$ cat src/rtl/msi_frame_pkg.sv
package msi_frame_pkg;
  localparam int FRAME_AW      = 13;
  localparam int IDX_W         = 10;
  localparam int MIN_ID        = 32;
  localparam int MAX_ID        = 1019;
  localparam int MODE_ABS      = 0;
  localparam int MODE_OFS_BASE = 1;
  localparam int MODE_OFS_32   = 2;
  localparam int MODE_ADDR     = 3;
  localparam logic [FRAME_AW-1:0] OFS_TYPE  = 13'h008;
  localparam logic [FRAME_AW-1:0] OFS_DOOR  = 13'h040;
  localparam logic [FRAME_AW-1:0] OFS_IDENT = 13'hFCC;

  typedef enum logic [1:0] {SEL_NONE, SEL_TYPE, SEL_IDENT} rdSel_e;

  typedef struct packed {
    logic             fire;
    logic [IDX_W-1:0] lineIdx;
    rdSel_e           rdSel;
  } frameStrobe_t;
endpackage

$ cat src/rtl/msi_frame_ctrl.sv
module msi_frame_ctrl
  import msi_frame_pkg::*;
#(
  parameter int BASE_ID   = 64,
  parameter int NUM_LINES = 32,
  parameter int MODE      = MODE_ABS
) (
  input  logic                clk,
  input  logic                rstN,
  input  logic                busWrEn,
  input  logic                busRdEn,
  input  logic [FRAME_AW-1:0] busAddr,
  input  logic [31:0]         busWrData,
  output frameStrobe_t        strb
);
  localparam int  OFFSET   = (MODE == MODE_OFS_BASE) ? BASE_ID :
                             (MODE == MODE_OFS_32)   ? MIN_ID  : 0;
  localparam int  LIMIT    = BASE_ID + NUM_LINES;
  localparam bit  RANGE_OK = (BASE_ID >= MIN_ID) && (NUM_LINES > 0) && (LIMIT <= MAX_ID);
  localparam bit  ADDR_SEL = (MODE == MODE_ADDR);

  logic [33:0] absId;
  logic        hit;
  logic        owned;

  always_comb begin
    if (ADDR_SEL) begin
      absId = 34'(busAddr[FRAME_AW-1:3]) + 34'(MIN_ID);
      hit   = busWrEn;
    end else begin
      absId = {2'b00, busWrData} + 34'(OFFSET);
      hit   = busWrEn && (busAddr == OFS_DOOR);
    end
    owned        = RANGE_OK && (absId >= 34'(BASE_ID)) && (absId < 34'(LIMIT));
    strb.fire    = hit && owned;
    strb.lineIdx = IDX_W'(absId - 34'(BASE_ID));
    if (!busRdEn)                  strb.rdSel = SEL_NONE;
    else if (busAddr == OFS_TYPE)  strb.rdSel = SEL_TYPE;
    else if (busAddr == OFS_IDENT) strb.rdSel = SEL_IDENT;
    else                           strb.rdSel = SEL_NONE;
  end


  fire_needs_wr_chk: assert property (@(posedge clk) disable iff (!rstN)
    strb.fire |-> busWrEn);

  fire_owned_chk: assert property (@(posedge clk) disable iff (!rstN)
    strb.fire |-> (strb.lineIdx < IDX_W'(NUM_LINES)));
endmodule

$ cat src/rtl/msi_frame_dp.sv
module msi_frame_dp
  import msi_frame_pkg::*;
#(
  parameter int          BASE_ID   = 64,
  parameter int          NUM_LINES = 32,
  parameter logic [31:0] IDENT     = 32'h0A11_0143
) (
  input  logic                 clk,
  input  logic                 rstN,
  input  frameStrobe_t         strb,
  output logic [31:0]          busRdData,
  output logic [NUM_LINES-1:0] irqPulse
);
  localparam logic [31:0] TYPE_WORD = {6'b0, IDX_W'(BASE_ID), 6'b0, IDX_W'(NUM_LINES)};

  for (genvar g = 0; g < NUM_LINES; g++) begin : g_line
    logic pulseQ;
    always_ff @(posedge clk or negedge rstN) begin
      if (!rstN) pulseQ <= 1'b0;
      else       pulseQ <= strb.fire && (strb.lineIdx == IDX_W'(g));
    end
    assign irqPulse[g] = pulseQ;
  end

  always_ff @(posedge clk or negedge rstN) begin
    if (!rstN) busRdData <= '0;
    else begin
      unique case (strb.rdSel)
        SEL_TYPE:  busRdData <= TYPE_WORD;
        SEL_IDENT: busRdData <= IDENT;
        default:   busRdData <= '0;
      endcase
    end
  end


  pulse_onehot_chk: assert property (@(posedge clk) disable iff (!rstN)
    $onehot0(irqPulse));

  pulse_needs_fire_chk: assert property (@(posedge clk) disable iff (!rstN)
    (|irqPulse) |-> $past(strb.fire));

  rd_zero_chk: assert property (@(posedge clk) disable iff (!rstN)
    (busRdData != 32'd0) |-> $past(strb.rdSel != SEL_NONE));
endmodule

$ cat src/rtl/msi_line_frame.sv
module msi_line_frame
  import msi_frame_pkg::*;
#(
  parameter int          BASE_ID   = 64,
  parameter int          NUM_LINES = 32,
  parameter int          MODE      = MODE_ABS,
  parameter logic [31:0] IDENT     = 32'h0A11_0143
) (
  input  logic                 clk,
  input  logic                 rstN,
  input  logic                 busWrEn,
  input  logic                 busRdEn,
  input  logic [12:0]          busAddr,
  input  logic [31:0]          busWrData,
  output logic [31:0]          busRdData,
  output logic [NUM_LINES-1:0] irqPulse
);
  frameStrobe_t strb;

  msi_frame_ctrl #(.BASE_ID(BASE_ID), .NUM_LINES(NUM_LINES), .MODE(MODE)) u_ctrl (
    .clk(clk), .rstN(rstN), .busWrEn(busWrEn), .busRdEn(busRdEn),
    .busAddr(busAddr), .busWrData(busWrData), .strb(strb)
  );

  msi_frame_dp #(.BASE_ID(BASE_ID), .NUM_LINES(NUM_LINES), .IDENT(IDENT)) u_dp (
    .clk(clk), .rstN(rstN), .strb(strb), .busRdData(busRdData), .irqPulse(irqPulse)
  );
endmodule

$ cat config.mk
export PLATFORM = sky130hd
export DESIGN_NAME = msi_line_frame
export DESIGN_NICKNAME = d
export VERILOG_FILES = /design/src/rtl/msi_frame_pkg.sv /design/src/rtl/msi_frame_ctrl.sv /design/src/rtl/msi_frame_dp.sv /design/src/rtl/msi_line_frame.sv
export SDC_FILE = /design/constraint.sdc
export NUM_CORES = 1
export LEC_CHECK = 0
export ABC_AREA = 1
export BUFFER_PORTS_ARGS = -buffer_cell sky130_fd_sc_hd__clkbuf_2
export CAP_MARGIN = 20
export CELL_PAD_IN_SITES_DETAIL_PLACEMENT = 1
export CELL_PAD_IN_SITES_GLOBAL_PLACEMENT = 2
export CORE_MARGIN = 2
export CORE_UTILIZATION = 21
export CTS_CLUSTER_DIAMETER = 30
export DETAILED_ROUTE_END_ITERATION = 10
export PLACE_DENSITY = 0.76
export SYNTH_ARGS = -nofsm -noshare
export SYNTH_HDL_FRONTEND = slang
export SYNTH_SLANG_ARGS = --single-unit
$ cat constraint.sdc
create_clock -name clk -period 0.8 [get_ports clk]
set_clock_uncertainty 0.2 [all_clocks]
set_input_delay 0.08 -clock clk [delete_from_list [all_inputs] [get_ports clk]]
set_output_delay 0.08 -clock clk [all_outputs]
set_load 0.02 [all_outputs]
-- Yosys cells after proc, flatten, opt, wreduce, memory -nomap -nowiden
Cells that the tools add are included.
- register bits: 64
- input bits: 49
- output and inout port bits: 64
- word-level logic and storage cells: 112
- $add $sub $neg: 1
- order comparisons: 2
- equality and inequality tests: 36
- muxes and demuxes: 4
- reductions and logical operators: 36
- operator list (operator ; count):
    $eq 10x5->1 const B ; 16
    $eq 10x4->1 const B ; 8
    $pmux 28 s2 ; 1
    $eq 10x3->1 const B ; 4
    $logic_and 1x1->1 ; 35
    $ge 32x7->1 const B ; 1
    $lt 32x7->1 const B ; 1
    $eq 10x2->1 const B ; 2
    $eq 13x12->1 const B ; 1
    $eq 13x4->1 const B ; 1
    $eq 13x7->1 const B ; 1
    $eq 10x1->1 const B ; 1
    $logic_not 10->1 ; 1
    $sub 10x7->10 const B ; 1
    $mux 2 ; 3
    $eq 2x1->1 const B ; 1
    $eq 2x2->1 const B ; 1

-- Logic depth before layout (Yosys ltp)
- depth after elaboration: 6
- depth in mapped cells: 9
- depth with buffers taken out: 8

-- By module
Synthesis repeated with hierarchy kept, for this count alone.
- cells, all modules: 274
- area, all modules: 2087.0 um^2
- modules (own cells, without submodules) (module ; instances ; cells an instance ; area each (um^2) ; seq. area each (um^2)):
    msi_frame_dp ; 1 ; 179 ; 1650.3 ; 850.8
    msi_frame_ctrl ; 1 ; 95 ; 436.7 ; 0.0

-- Least setup slack after synthesis
No wires, ideal clock.
- path type: in2reg
- start point: input busAddr[11]
- end point: register u_dp.g_line[11].pulseQ
- library setup time: 69 ps
- arrival: 910 ps
- required time: 531 ps
- path slack: -379 ps
- cell stages on the path: 7
- path buffers: 1
- cell sequence: or2_1 nor2_2 nand2_2 nor2_4 nand3_4 buf_6 nor2_2
- longest elaborated chain between the ends: 4
- ends and longest elaborated chain (what ; line ; text):
    start, declared ; msi_line_frame.sv:13 ; input logic [12:0] busAddr,
    $eq 13x7->1 ; msi_frame_ctrl.sv:32 ; hit = busWrEn && (busAddr == OFS_DOOR);
    $logic_and 1x1->1 ; msi_frame_ctrl.sv:32 ;
    $logic_and 1x1->1 ; msi_frame_ctrl.sv:35 ; strb.fire = hit && owned;
    $logic_and 1x1->1 ; msi_frame_dp.sv:20 ; else pulseQ <= strb.fire && (strb.lineIdx == IDX_W'(g));
    end signal, assigned ; msi_frame_dp.sv:20 ;
    end, declared ; msi_frame_dp.sv:17 ; logic pulseQ;
No other way between the ends.

-- Worst setup path after layout
- start point: register u_dp.busRdData[25]
- end point: output busRdData[25]
- RTL lines (what ; line ; text):
    start, declared ; msi_frame_dp.sv:11 ; output logic [31:0] busRdData,
    start signal, assigned ; msi_frame_dp.sv:26 ; if (!rstN) busRdData <= '0;
    start signal, assigned ; msi_frame_dp.sv:29 ; SEL_TYPE: busRdData <= TYPE_WORD;
    start signal, assigned ; msi_frame_dp.sv:30 ; SEL_IDENT: busRdData <= IDENT;
    end, declared ; msi_line_frame.sv:15 ; output logic [31:0] busRdData,
No word-level cell between the ends.

==> results.json <==
{
  "cp_slowest_cell": "dfrtp_2",
  "ys_ff_latch": 34,
  "portBuffers": 90,
  "dp_cells": 442,
  "dieWidth_um": 103.9,
  "num_antenna_cells": 0,
  "fin_crit_ps": 1170,
  "max_stage_delay_ps": 440,
  "rsz0062_at_grt": "yes",
  "critical_path.top_delay_family": "flip-flops",
  "grt_max_degree": 35,
  "switching_share_pct": 23.79,
  "synthCells": 253,
  "core_area_um2": 9729,
  "ir_worst_vdd_v": 0.0004541,
  "path_clk_slew_ps": 70,
  "gp_congestion": 0.7508,
  "layout_common_cells": "49 x nand2_1, 47 x clkbuf_2, 40 x nor2_1, 32 x dfrtp_1, 29 x buf_6",
  "seqPwrFrac_pct": 47.5,
  "cts_buffers": 5,
  "fmax_mhz": 854.8,
  "routed_via_density": 3.583,
  "end_kind": "output pin",
  "outcome": "finished, violations left",
  "start_kind": "flip-flop",
  "path_buf_inv": 1,
  "ant_nets": 0,
  "totalWireLength_mm": 4.725,
  "yosysSeqAreaShare_pct": 40.57,
  "violations": "negative hold slack, negative setup slack",
  "share_comb_of_total_power_pct": 12.1,
  "p_per_area_nw_per_um2": 1268,
  "grt_pass1_vias": 1663,
  "setup_ws_ps": -369.9,
  "synth_top_area_share_pct": 40.57,
  "syn_to_final_growth_pct": 35.92,
  "hold_depth": 3,
  "cts_tree": "done",
  "first_pass_iters": 4,
  "synth.area.top_cells": "dfrtp_1 41%, buf_4 22%, nor2_2 9.2%, nand2_1 8.8%, nor2_1 7.5%",
  "grt_pass1_wl_mm": 7.762,
  "syn_area_um2": 2097,
  "worstHoldPathType": "in2reg",
  "routed-via-count": 1623,
  "cp.depth": 1,
  "layout.cells.non_filler": 453,
  "setup_viol": 74,
  "wl_per_cell_um": 10.43,
  "io_pins": 113,
  "timing.final.crit_share_pct": 146.2,
  "overflow": 0,
  "ys_types": 19,
  "leakage_nw": 1.329,
  "cts_root_buffer": "clkbuf_8",
  "nets": 368,
  "required_ps": 520,
  "hpwl_mm": 3.693,
  "num_rows": 36,
  "cts_setup_buffers": 0,
  "htree_levels": 2,
  "path_class": "reg2out",
  "hold_slack_ps": -156.4,
  "cp_max_fo": 8,
  "synth_top_cell_by_area": "dfrtp_1",
  "clkPwrFrac_pct": 40.3,
  "ctsHoldBuffers": 1,
  "drive_above_1_share_pct": 48.44,
  "slew_violations": 0,
  "final_common_cell": "nand2_1",
  "p_int_mw": 2.755,
  "start_util_pct": 21.55,
  "path_cells": "buf_2",
  "critical_path_arrival_ps": 890,
  "drt_iter0_markers": 45,
  "drc": 0,
  "clk_path_buf_depth": 2,
  "die_h_um": 103.9,
  "fp.dieArea_um2": 10800,
  "grt_antenna_before_repair": 0,
  "grt_usage_pct": 8.968,
  "p_switching_mw": 0.8599,
  "drv_cap": 0,
  "cts_sinks": 34,
  "fin_util_pct": 29.30,
  "ys_warn_count": 0,
  "hold_violations": 2,
  "synth.avg_cell_area_um2": 8.289
}
[flip-flops by register name (all words and copies together), names as in the netlist]
| name | count |
|---|---|
| u_dp.busRdData | 2 |
| u_dp.g_line.pulseQ | 32 |
[final cells by class]
| class | count | area [um^2] |
|---|---|---|
| Fill cell | 1198 | 6879 |
| Sequential cell | 34 | 853.3 |
| Multi-Input combinational cell | 163 | 845.8 |
| Timing Repair Buffer | 105 | 837.1 |
| Tap cell | 133 | 166.4 |
| Clock buffer | 8 | 110.1 |
| Inverter | 10 | 37.54 |
[power by group through the flow]
stage / sequential (mW) / combinational [mW] / clock, mW
global placement: 1.75 / 0.428 / 0
detailed placement: 1.75 / 0.438 / 0
floorplan: 1.75 / 0.283 / 0
global route: 1.72 / 0.494 / 1.58
CTS: 1.72 / 0.443 / 1.50
finish: 1.72 / 0.439 / 1.46
[per-layer routing]
layer / vias to the layer above / track usage (%) / share of wire [%]
met2: 80 / 16.12 / 53
met1: 727 / 10.05 / 39
met5: - / 0 / 0
met3: 6 / 2.193 / 6.9
li1: 810 / - / -
met4: 0 / 3.861 / 1.9
[worst paths after layout]
kind                                              start  slack [ps]                               end
setup / recovery           u_dp.busRdData[25]$_DFF_PN0_        -370                     busRdData[25]
hold / removal                              busAddr[11]        -160      u_dp.busRdData[25]$_DFF_PN0_
max in group asynchronous                          rstN         120  u_dp.g_line[21].pulseQ$_DFF_PN0_
min in group asynchronous                          rstN         100  u_dp.g_line[30].pulseQ$_DFF_PN0_
[per-stage QoR]
stage	power (mW)	hold slack (ps)	cell area (um^2)	TNS, ps	setup WS, ps
after global placement	2.179	-149.2	2414	-18370	-551.4
after global routing	3.787	-173.8	2850	-26180	-421.6
after CTS	3.666	-166.4	2564	-22260	-395.2
final	3.615	-156.4	2850	-21680	-369.9
after detailed placement	2.189	-142.9	2414	-18640	-587.6
after floorplan	2.035	-415.6	2220	-12760	-374.7
[synth_stat cells]
| cell | count |
|---|---|
| nand3_4 | 1 |
| nor3_1 | 2 |
| conb_1 | 1 |
| nor2_2 | 31 |
| nand4_1 | 3 |
| dfrtp_1 | 34 |
| o21ai_2 | 1 |
| inv_1 | 9 |
| or2_1 | 2 |
| nor2_1 | 42 |
| clkinv_1 | 1 |
| nand2_2 | 2 |
| nand2_1 | 49 |
| nor2_4 | 3 |
| buf_4 | 62 |
| buf_6 | 5 |
| a21oi_2 | 1 |
| nand3_1 | 2 |
| nand3b_1 | 2 |
[cells by family (layout without fill, tap and decap cells)]
| family | after synthesis | count (layout) | synth area share (%) |
|---|---|---|---|
| compound gates | 2 | 2 | 0.8355 |
| buf+inv | 77 | 123 | 26.67 |
| flops | 34 | 34 | 40.57 |
| other cells | 1 | 22 | 0.1788 |
| simple gates | 139 | 139 | 31.74 |
[what timing repair did]
action | 4_1_cts | 5_1_grt
setup endpoints to repair | 74 | 74
hold endpoints to repair | 36 | 2
cloned | 1 | 1
resized for setup | 2 | 116
No activity file was read; power rests on OpenSTA's default activity.
